## src/rtl/iqseq_pkg.sv

```systemverilog
package iqseq_pkg;
    typedef struct packed {
        logic       sync;
        logic [1:0] fmode;
        logic       inv_a;
        logic       inv_b;
    } ctrl_t;
endpackage

```

## src/rtl/iqseq_hold.sv

```systemverilog
module iqseq_hold #(
    parameter int unsigned W = 24
) (
    input  logic         clk,
    input  logic         rst,
    input  logic         stb,
    input  logic [W-1:0] din_i,
    input  logic [W-1:0] din_q,
    input  logic         take,
    output logic         pend,
    output logic [W-1:0] dout_i,
    output logic [W-1:0] dout_q
);
    typedef struct packed {
        logic         pend;
        logic [W-1:0] di;
        logic [W-1:0] dq;
    } hold_t;

    hold_t h_d, h_q;

    always_comb begin
        h_d = h_q;
        if (take) h_d.pend = 1'b0;
        // a fresh strobe wins over a take in the same cycle
        if (stb) begin
            h_d.pend = 1'b1;
            h_d.di   = din_i;
            h_d.dq   = din_q;
        end
        if (rst) h_d = '0;
    end

    always_ff @(posedge clk) h_q <= h_d;

    assign pend   = h_q.pend;
    assign dout_i = h_q.di;
    assign dout_q = h_q.dq;
endmodule

```

## src/rtl/iqseq_pick.sv

```systemverilog
module iqseq_pick #(
    parameter int unsigned NCH = 4,
    localparam int unsigned CW = (NCH > 1) ? $clog2(NCH) : 1
) (
    input  logic [NCH-1:0] pend,
    input  logic           sync_sel,
    output logic           ok,
    output logic [CW-1:0]  ch
);
    always_comb begin
        ch = '0;
        if (sync_sel) begin
            ok = &pend;
        end else begin
            ok = |pend;
            for (int k = NCH - 1; k >= 0; k--) begin
                if (pend[k]) ch = CW'(k);
            end
        end
    end
endmodule

```

## src/rtl/iqseq_flags.sv

```systemverilog
module iqseq_flags (
    input  logic       valid,
    input  logic       is_q,
    input  logic       marker,
    input  logic [1:0] fmode,
    input  logic       inv_a,
    input  logic       inv_b,
    output logic       fa,
    output logic       fb
);
    logic raw_a, raw_b;

    always_comb begin
        if (fmode[1]) begin
            raw_a = valid;
            raw_b = marker;
        end else begin
            raw_a = valid & ~is_q;
            raw_b = valid & is_q;
        end
        fa = raw_a ^ inv_a;
        fb = raw_b ^ inv_b;
    end
endmodule

```

## src/rtl/iq_word_sequencer.sv

```systemverilog
module iq_word_sequencer
    import iqseq_pkg::*;
#(
    parameter int unsigned NCH = 4,
    parameter int unsigned W   = 24
) (
    input  logic             clk,
    input  logic             rst,
    input  logic [NCH-1:0]   smp_stb,
    input  logic [NCH*W-1:0] smp_i,
    input  logic [NCH*W-1:0] smp_q,
    input  logic             sync_en,
    input  logic [1:0]       flag_mode,
    input  logic             inv_a,
    input  logic             inv_b,
    output logic [W-1:0]     pbus,
    output logic             flag_a,
    output logic             flag_b
);
    localparam int unsigned CW = (NCH > 1) ? $clog2(NCH) : 1;

    typedef struct packed {
        logic          s1_vld;
        logic [CW-1:0] s1_ch;
        logic          s1_ph;
        logic          s1_last;
        logic [W-1:0]  s1_dat;
        logic [W-1:0]  qst;
        ctrl_t         ctl;
        logic [W-1:0]  bus;
        logic          fa;
        logic          fb;
    } st_t;

    st_t r_d, r_q;

    logic [NCH-1:0] pend, take;
    logic [W-1:0]   hold_i [NCH];
    logic [W-1:0]   hold_q [NCH];
    logic           start_ok;
    logic [CW-1:0]  pick_ch;
    logic           cand_vld, cand_ph, cand_last, marker, fa_w, fb_w;
    logic [CW-1:0]  cand_ch;
    ctrl_t          nctl;

    for (genvar c = 0; c < NCH; c++) begin : g_hold
        iqseq_hold #(.W(W)) u_hold (
            .clk   (clk),
            .rst   (rst),
            .stb   (smp_stb[c]),
            .din_i (smp_i[c*W +: W]),
            .din_q (smp_q[c*W +: W]),
            .take  (take[c]),
            .pend  (pend[c]),
            .dout_i(hold_i[c]),
            .dout_q(hold_q[c])
        );
    end

    iqseq_pick #(.NCH(NCH)) u_pick (
        .pend    (pend),
        .sync_sel(sync_en),
        .ok      (start_ok),
        .ch      (pick_ch)
    );

    iqseq_flags u_flags (
        .valid (r_q.s1_vld),
        .is_q  (r_q.s1_ph),
        .marker(marker),
        .fmode (r_q.ctl.fmode),
        .inv_a (r_q.ctl.inv_a),
        .inv_b (r_q.ctl.inv_b),
        .fa    (fa_w),
        .fb    (fb_w)
    );

    always_comb begin
        r_d      = r_q;
        cand_vld = 1'b0;
        cand_ch  = '0;
        cand_ph  = 1'b0;
        nctl     = r_q.ctl;
        take     = '0;

        // choose the word entering stage 1
        if (r_q.s1_vld && !r_q.s1_last) begin
            cand_vld = 1'b1;
            if (!r_q.s1_ph) begin
                cand_ch = r_q.s1_ch;
                cand_ph = 1'b1;
            end else begin
                cand_ch = r_q.s1_ch + 1'b1;
            end
        end else if (start_ok) begin
            cand_vld = 1'b1;
            cand_ch  = pick_ch;
            nctl     = '{sync: sync_en, fmode: flag_mode, inv_a: inv_a, inv_b: inv_b};
        end

        cand_last = cand_vld && cand_ph && (!nctl.sync || cand_ch == CW'(NCH - 1));

        marker = r_q.s1_vld &&
                 ((r_q.s1_ch == '0 && !r_q.s1_ph) ||
                  (r_q.s1_last && cand_vld && cand_ch == '0 && !cand_ph));

        r_d.s1_vld  = cand_vld;
        r_d.s1_ch   = cand_ch;
        r_d.s1_ph   = cand_ph;
        r_d.s1_last = cand_last;
        r_d.ctl     = nctl;
        if (cand_vld) begin
            if (cand_ph) begin
                r_d.s1_dat = r_q.qst;
            end else begin
                r_d.s1_dat     = hold_i[cand_ch];
                r_d.qst        = hold_q[cand_ch];
                take[cand_ch]  = 1'b1;
            end
        end

        // output stage
        if (r_q.s1_vld) r_d.bus = r_q.s1_dat;
        r_d.fa = fa_w;
        r_d.fb = fb_w;

        if (rst) begin
            r_d     = '0;
            r_d.ctl = '{sync: sync_en, fmode: flag_mode, inv_a: inv_a, inv_b: inv_b};
            r_d.fa  = inv_a;
            r_d.fb  = inv_b;
        end
    end

    always_ff @(posedge clk) r_q <= r_d;

    assign pbus   = r_q.bus;
    assign flag_a = r_q.fa;
    assign flag_b = r_q.fb;
endmodule

```

## config.mk

```make
export PLATFORM = sky130hd
export DESIGN_NAME = iq_word_sequencer
export DESIGN_NICKNAME = d
export VERILOG_FILES = /design/src/rtl/iqseq_pkg.sv /design/src/rtl/iqseq_hold.sv /design/src/rtl/iqseq_pick.sv /design/src/rtl/iqseq_flags.sv /design/src/rtl/iq_word_sequencer.sv
export SDC_FILE = /design/constraint.sdc
export NUM_CORES = 1
export LEC_CHECK = 0
export ABC_CLOCK_PERIOD_IN_PS = 2400
export CAP_MARGIN = 15
export CORE_ASPECT_RATIO = 0.5
export CORE_MARGIN = 8
export CORE_UTILIZATION = 52
export DETAILED_ROUTE_END_ITERATION = 7
export MAX_ROUTING_LAYER = met4
export PLACE_DENSITY_LB_ADDON = 0.2
export SLEW_MARGIN = 20
export SYNTH_ARGS = -nofsm -noshare
export SYNTH_HDL_FRONTEND = slang
export SYNTH_SLANG_ARGS = --single-unit
export TNS_END_PERCENT = 10
```

## constraint.sdc

```tcl
create_clock -name clk -period 2.4 [get_ports clk]
set_clock_uncertainty 0.1 [all_clocks]
set_input_delay 0.36 -clock clk [delete_from_list [all_inputs] [get_ports clk]]
set_output_delay 0.36 -clock clk [all_outputs]
set_load 0.005 [all_outputs]
```

==> results of run 1 <==
[through the flow]
stage               hold slack (ns)  power [mW]
finish                        0.232        10.9
detailed placement            0.368        7.07
floorplan                     0.353        6.22
global route                  0.228        11.3
CTS                           0.222        10.9
global placement              0.360        7.02
[sequential cells by signal (all words and copies together) (netlist names)]
signal                count
pbus                     24
flag_a                    1
g_hold.u_hold.dout_q     96
r_q                      57
g_hold.u_hold.pend        4
g_hold.u_hold.dout_i     96
flag_b                    1
[worst max path at each step]
stage	from	to	depth (start not counted)
floorplan	r_q[81]$_SDFF_PP0_	r_q[64]$_SDFFE_PP0N_	9
global placement	sync_en	r_q[66]$_SDFFE_PP0N_	8
detailed placement	sync_en	r_q[52]$_SDFFE_PP0P_	7
CTS	r_q[79]$_SDFF_PP0_	r_q[57]$_SDFFE_PP0N_	6
global route	r_q[82]$_SDFF_PP0_	r_q[74]$_SDFFE_PP0N_	9
finish	r_q[82]$_SDFF_PP0_	r_q[40]$_SDFFE_PP0P_	8
[where the power goes]
| group | leakage (nW) | internal, mW | switching [mW] |
|---|---|---|---|
| logic | 3.35 | 0.900 | 0.860 |
| registers | 2.31 | 4.97 | 0.262 |
| clock network | 0.388 | 2.13 | 1.76 |
| total | 6.04 | 8.00 | 2.88 |
[worst max-delay path, cell delays in order, from the launching register on]
cell and delay [ns]:
sky130_fd_sc_hd__dfxtp_1 0.41, sky130_fd_sc_hd__inv_1 0.06, sky130_fd_sc_hd__ha_1 0.30, sky130_fd_sc_hd__mux2_1 0.32, sky130_fd_sc_hd__nand2_2 0.15, sky130_fd_sc_hd__o21a_1 0.24
sky130_fd_sc_hd__buf_12 0.20, sky130_fd_sc_hd__a221oi_1 0.11, sky130_fd_sc_hd__a211oi_2 0.25
[Yosys cell counts (10+ instances only)]
cell / n
sky130_fd_sc_hd__nand3_1: 20
sky130_fd_sc_hd__o211ai_1: 18
sky130_fd_sc_hd__o21ai_0: 19
sky130_fd_sc_hd__dfxtp_1: 276
sky130_fd_sc_hd__a221oi_1: 30
sky130_fd_sc_hd__a211oi_2: 23
sky130_fd_sc_hd__buf_1: 15
sky130_fd_sc_hd__clkbuf_1: 50
sky130_fd_sc_hd__a221o_1: 18
sky130_fd_sc_hd__a41oi_1: 18
sky130_fd_sc_hd__mux2i_1: 218
sky130_fd_sc_hd__o221ai_1: 18
sky130_fd_sc_hd__nor2_1: 267
sky130_fd_sc_hd__buf_2: 35
sky130_fd_sc_hd__buf_4: 26
sky130_fd_sc_hd__a22oi_1: 20
sky130_fd_sc_hd__a22oi_2: 10
sky130_fd_sc_hd__a21oi_1: 11
[layout make-up]
class	count	area share (%)
sequential	279	37.3
multi-input combinational	760	36.2
timing repair buffer	277	18.8
clock buffer	33	4.55
tap	300	2.49
clock inverter	10	0.589
inverter	5	0.124
[logic make-up after synthesis]
logic type      count (synthesis)
flops                         279
xor+xnor                        2
compound gates                212
simple gates                  325
mux                           220
fa+ha+maj                       1
buf+inv                       135
[per-layer routing]
layer | wire [um] | track usage, %
met1 | 15700 | 32.2
met5 | 0 | -
met2 | 16400 | 40.4
met3 | 2420 | 5.15
met4 | 741 | 6.02
[repair_timing]
action / in CTS / in global routing
endpoints found under the setup margin: 0 / 7
endpoints found under the hold margin: 0 / 0
resized for setup: 0 / 2
buffers inserted: 0 / 0
==> flow_metrics.py, run 1 <==
metrics = {
    "cells_and_area": {
        "final_net_count": 1552,
        "layout_cells_sized_above_1_pct": 10.1,
        "antenna-diode-count": 0,
        "area_of_the_multi_input_gates_um2": 5460,
        "num-fill-cells": 1711,
        "layout.cells.most_common_list": "275 x sky130_fd_sc_hd__dfxtp_1, 266 x sky130_fd_sc_hd__nor2_1, 222 x sky130_fd_sc_hd__clkdlybuf4s50_1",
        "flow.area_growth_from_synthesis_pct": 28.9,
        "final-instance-count-excl-fill": 1664,
        "sequential_cell_area_um2": 5620,
        "design_area_um2": 15100,
        "final_util_pct": 68.9,
        "mostFrequentLayoutCell": "sky130_fd_sc_hd__dfxtp_1",
    },
    "placement": {
        "numPlacedInstances": 1621,
        "post_dp_cell_area_um2": 14300,
        "post_place_worst_slack_ns": 0.00420,
        "place.port_buffers": 227,
        "place.gp.congestion": 0.906,
        "dp.final_hpwl_um": 24900,
    },
    "drt": {
        "drc": 0,
        "post_drt_via_cell_ratio": 5.77,
        "wl_per_cell_um": 21.2,
        "via_count": 9607,
        "drt-pass1-iter-count": 5,
        "detail_route.iter0.violations": 824,
        "finalWirelength_um": 35200,
        "antenna_left": 0,
    },
    "synthesis": {
        "synth_compound_area_share_pct": 15.5,
        "synthesis.instances": 1174,
        "synth.net_count": 1378,
        "synthesis.area_um2": 11700,
        "yosys.area.top_type_share_pct": 47.2,
        "synth.area.mux_share_pct": 18.8,
        "synth-seq-area-share_pct": 48.0,
        "netlist.top_cell.by_area": "sky130_fd_sc_hd__dfxtp_1",
        "synth_adder_area_share_pct": 0.107,
        "synthXorXnorAreaFrac_pct": 0.150,
        "synth_top_family_by_area": "multiplexers",
        "syn_avg_cell_area_um2": 9.96,
        "synth.area.top_cells": "sky130_fd_sc_hd__dfxtp_1 47%, sky130_fd_sc_hd__mux2i_1 19%, sky130_fd_sc_hd__nor2_1 8.6%, sky130_fd_sc_hd__a211oi_2 2.5%, sky130_fd_sc_hd__a221oi_1 2.2%",
        "count_of_cell_types_in_the_netlist": 55,
        "yosysWarnings": 0,
        "dominantRegCellSynth": "sky130_fd_sc_hd__dfxtp_1",
        "synth_simple_gate_area_share_pct": 11.6,
        "synth_edf_count": 3,
        "postSynthRegisterBits": 279,
        "async_reset_ff_share_pct": 0,
    },
    "sta": {
        "maxSlewHeadroom_pct": 29.2,
        "final-max-slew-violation-count": 0,
        "timing.final.crit_period_ns": 2.25,
        "setup_viol": 0,
        "min_period_over_period_pct": 93.8,
        "rsz0062_at_grt": "no",
        "tns_ns": 0,
        "finalWorstSetupSlack_ns": 0.148,
        "maxClockFrequency_ghz": 0.444,
        "timing.final.hold_violations": 0,
        "tightest_slew_ns": 1.06,
    },
    "setup_path": {
        "timing.critical_path.arrival_ns": 2.60,
        "criticalPathCategory": "flop to flop",
        "regToRegEndpoint": "r_q[40]$_SDFFE_PP0P_",
        "regToRegSetupSlack_ns": 0.15,
        "r2r.worst_path.cells": 8,
        "required_ns": 2.75,
        "crit-reg2reg-launch": "r_q[82]$_SDFF_PP0_",
        "crit_path_max_fanout": 23,
        "setup.worst_path.start_class": "flop",
        "end_kind": "flop",
    },
    "die": {
        "initial_core_util_pct": 53.5,
        "fp-row-count": 38,
        "boundaryPins": 229,
        "dieHeight_um": 122,
        "floorplan.die.width_um": 228,
        "fp.coreArea_um2": 21900,
        "die_area_um2": 27800,
    },
    "grt": {
        "grt_usage_pct": 25.0,
        "grt_pass1_vias": 9769,
        "grt_pass1_wl_um": 54700,
        "grt_antenna_before_repair": 0,
        "global_route.overflow_total": 0,
        "grt_max_degree": 103,
    },
    "clocking": {
        "cts_made_buffers": 25,
        "insertion_delay_ns": 0.54,
        "clock_tree.root_cell": "sky130_fd_sc_hd__clkbuf_16",
        "postCtsHoldBufs": 0,
        "clk_transition_reported_paths_ns": 0.07,
        "cts_tree": "done",
        "cts.sink_count": 279,
        "clk_path_buf_depth": 3,
        "ctsHtreeMaxLevel": 1,
    },
    "pwr": {
        "power_density_nw_per_um2": 722,
        "cellLeakagePower_nw": 6.04,
        "ir_worst_vdd_mv": 0.404,
    },
    "hold_path": {
        "worstHoldEndpoint": "g_hold[2].u_hold.dout_i[23]$_SDFFE_PP0P_",
        "worst_min_delay_path_startpoint": "smp_stb[2]",
        "min_delay_path_depth": 3,
        "hold_path.class": "primary input to flop",
    },
    "job": {
        "max_cap_violations": 0,
    },
    "status": {
        "run_status": "completed",
    },
}
No activity file was read; power rests on OpenSTA's default activity.
==> inputs of run 2 (changes only) <==
ABC_CLOCK_PERIOD_IN_PS = 2900   (was 2400)
CORE_UTILIZATION = 56   (was 52)
clock period = 2.9 ns   (was 2.4 ns; I/O delays follow)
==> flow_metrics.py, run 2 (same netlist as run 1, synthesis figures left out) <==
metrics = {
    "clocking": {
        "cts.sink_count": 279,
        "clk_path_buf_depth": 3,
        "insertion_delay_ns": 0.53,
        "cts_tree": "done",
        "postCtsResizedCells": 0,
        "cts_made_buffers": 25,
        "ctsHtreeMaxLevel": 1,
        "postCtsHoldBufs": 0,
        "clk_transition_reported_paths_ns": 0.06,
        "clock_tree.root_cell": "sky130_fd_sc_hd__clkbuf_16",
        "post-cts-setup-buffer-count": 0,
    },
    "die": {
        "fp.coreArea_um2": 20500,
        "boundaryPins": 229,
        "floorplan.die.width_um": 220,
        "die_area_um2": 26000,
        "fp-row-count": 37,
        "dieHeight_um": 118,
        "initial_core_util_pct": 57.0,
    },
    "cells_and_area": {
        "area_of_the_multi_input_gates_um2": 5460,
        "layout_cells_sized_above_1_pct": 9.19,
        "num-fill-cells": 1485,
        "mostFrequentLayoutCell": "sky130_fd_sc_hd__dfxtp_1",
        "flow.area_growth_from_synthesis_pct": 27.3,
        "final_net_count": 1536,
        "sequential_cell_area_um2": 5620,
        "final-instance-count-excl-fill": 1624,
        "layout.cells.most_common_list": "275 x sky130_fd_sc_hd__dfxtp_1, 266 x sky130_fd_sc_hd__nor2_1, 222 x sky130_fd_sc_hd__clkdlybuf4s50_1",
    },
    "sta": {
        "tns_ns": 0,
        "tightest_slew_ns": 0.989,
        "maxSlewHeadroom_pct": 34.1,
        "final-max-slew-violation-count": 0,
        "setup_viol": 0,
        "timing.final.crit_period_ns": 2.55,
        "hold_slack_ns": 0.272,
        "maxClockFrequency_ghz": 0.392,
        "min_period_over_period_pct": 88.0,
        "rsz0062_at_grt": "no",
        "timing.final.hold_violations": 0,
    },
    "drt": {
        "detail_route.iter0.violations": 903,
        "via_count": 9596,
        "drt-pass1-iter-count": 5,
        "post_drt_via_cell_ratio": 5.91,
        "drc": 0,
        "finalWirelength_um": 35300,
        "antenna_left": 0,
        "wl_per_cell_um": 21.7,
    },
    "setup_path": {
        "worstPathBufferInverterCount": 2,
        "required_ns": 3.22,
        "r2r.worst_path.cells": 8,
        "path_depth": 8,
        "criticalPathCategory": "flop to flop",
        "crit_path_max_fanout": 18,
        "timing.critical_path.arrival_ns": 2.87,
        "crit_chain": "inv_1 -> ha_1 -> mux2_1 -> nand2_1 -> a21o_1 -> buf_4 -> nor2_1 -> a221o_1",
        "setup.worst_path.start_class": "flop",
        "delay_of_the_slowest_cell_on_the_worst_path_ns": 0.48,
        "end_kind": "flop",
        "master_of_the_slowest_instance_on_the_critical_path": "sky130_fd_sc_hd__dfxtp_1",
        "path_delay_family": "compound AO/OA/AOI/OAI gates",
    },
    "grt": {
        "grt_pass1_vias": 9914,
        "global_route.overflow_total": 0,
        "grt_usage_pct": 27.0,
        "grt_antenna_before_repair": 1,
        "grt_max_degree": 159,
        "grt_pass1_wl_um": 54700,
    },
    "hold_path": {
        "hold_path.class": "primary input to flop",
        "min_delay_path_depth": 2,
    },
    "job": {
        "max_cap_violations": 0,
    },
    "placement": {
        "place.gp.congestion": 0.930,
        "place.port_buffers": 227,
        "numPlacedInstances": 1578,
        "dp.final_hpwl_um": 24300,
    },
    "pwr": {
        "power_frac_clock_pct": 37.2,
        "power_density_nw_per_um2": 613,
        "sw_share_pct": 25.7,
        "cellLeakagePower_nw": 5.96,
        "comb_power_share_pct": 15.3,
        "power.share.sequential_pct": 47.5,
        "ir_worst_vdd_mv": 0.406,
        "cell_internal_pwr_mw": 6.78,
        "switching_power_mw": 2.35,
    },
    "status": {
        "run_status": "completed",
    },
}
[run 2: changes by cell type in the layout (fill, tap and decap cells not counted), sizes merged]
cell / change
buf: -16
clkbuf: +3
inv: -3
bufinv: +1
clkinv: +1
diode: +1
[run 2: power groups by stage]
stage / combinational (mW) / sequential [mW] / clock (mW)
2_1_floorplan: 0.846 / 4.30 / 0
3_3_place_gp: 1.34 / 4.40 / 0
3_5_place_dp: 1.37 / 4.41 / 0
4_1_cts: 1.39 / 4.33 / 3.44
5_1_grt: 1.50 / 4.36 / 3.62
6_report: 1.39 / 4.34 / 3.40
[run 2: routing by layer]
metal	up-vias	GRT usage [%]	part of all wire [%]
li1	4513	-	-
met1	4663	35.2	44
met2	354	42.0	46
met3	66	5.98	7.6
met4	0	7.35	2.6
met5	-	-	0
[run 2: stage by stage]
stage	power, mW	utilization [%]	worst slack (ns)	area, um^2
after CTS	9.16	72.6	0.375	14900
after global placement	5.74	68.5	0.339	14000
after detailed placement	5.78	68.5	0.272	14000
after global routing	9.48	72.6	0.263	14900
after floorplan	5.15	-	0.760	11700
final	9.13	72.6	0.349	14900
[run 2: worst reg2reg max path, stage by stage, from the launching register on]
cell                      delay, ns
sky130_fd_sc_hd__dfxtp_1       0.48
sky130_fd_sc_hd__inv_1         0.09
sky130_fd_sc_hd__ha_1          0.33
sky130_fd_sc_hd__mux2_1        0.31
sky130_fd_sc_hd__nand2_1       0.25
sky130_fd_sc_hd__a21o_1        0.19
sky130_fd_sc_hd__buf_4         0.27
sky130_fd_sc_hd__nor2_1        0.11
sky130_fd_sc_hd__a221o_1       0.30
[run 2: cell type report]
cell class	instances	share of cell area (%)
inverters	5	0.126
clock inverters	9	0.664
well taps	273	2.29
diodes	1	0.0168
multi-input cells	760	36.6
repair buffers	261	17.5
flip-flops and latches	279	37.7
clock buffers	36	5.02
[run 2: final timing paths]
kind | start | end | slack, ns
setup / recovery | r_q[81]$_SDFF_PP0_ | r_q[59]$_SDFFE_PP0N_ | 0.35
hold / removal | rst | r_q[81]$_SDFF_PP0_ | 0.27
setup reg to reg | r_q[81]$_SDFF_PP0_ | r_q[59]$_SDFFE_PP0N_ | 0.35
hold reg to reg | r_q[77]$_SDFFE_PP0N_ | pbus[22]$_SDFFE_PP0P_ | 0.39
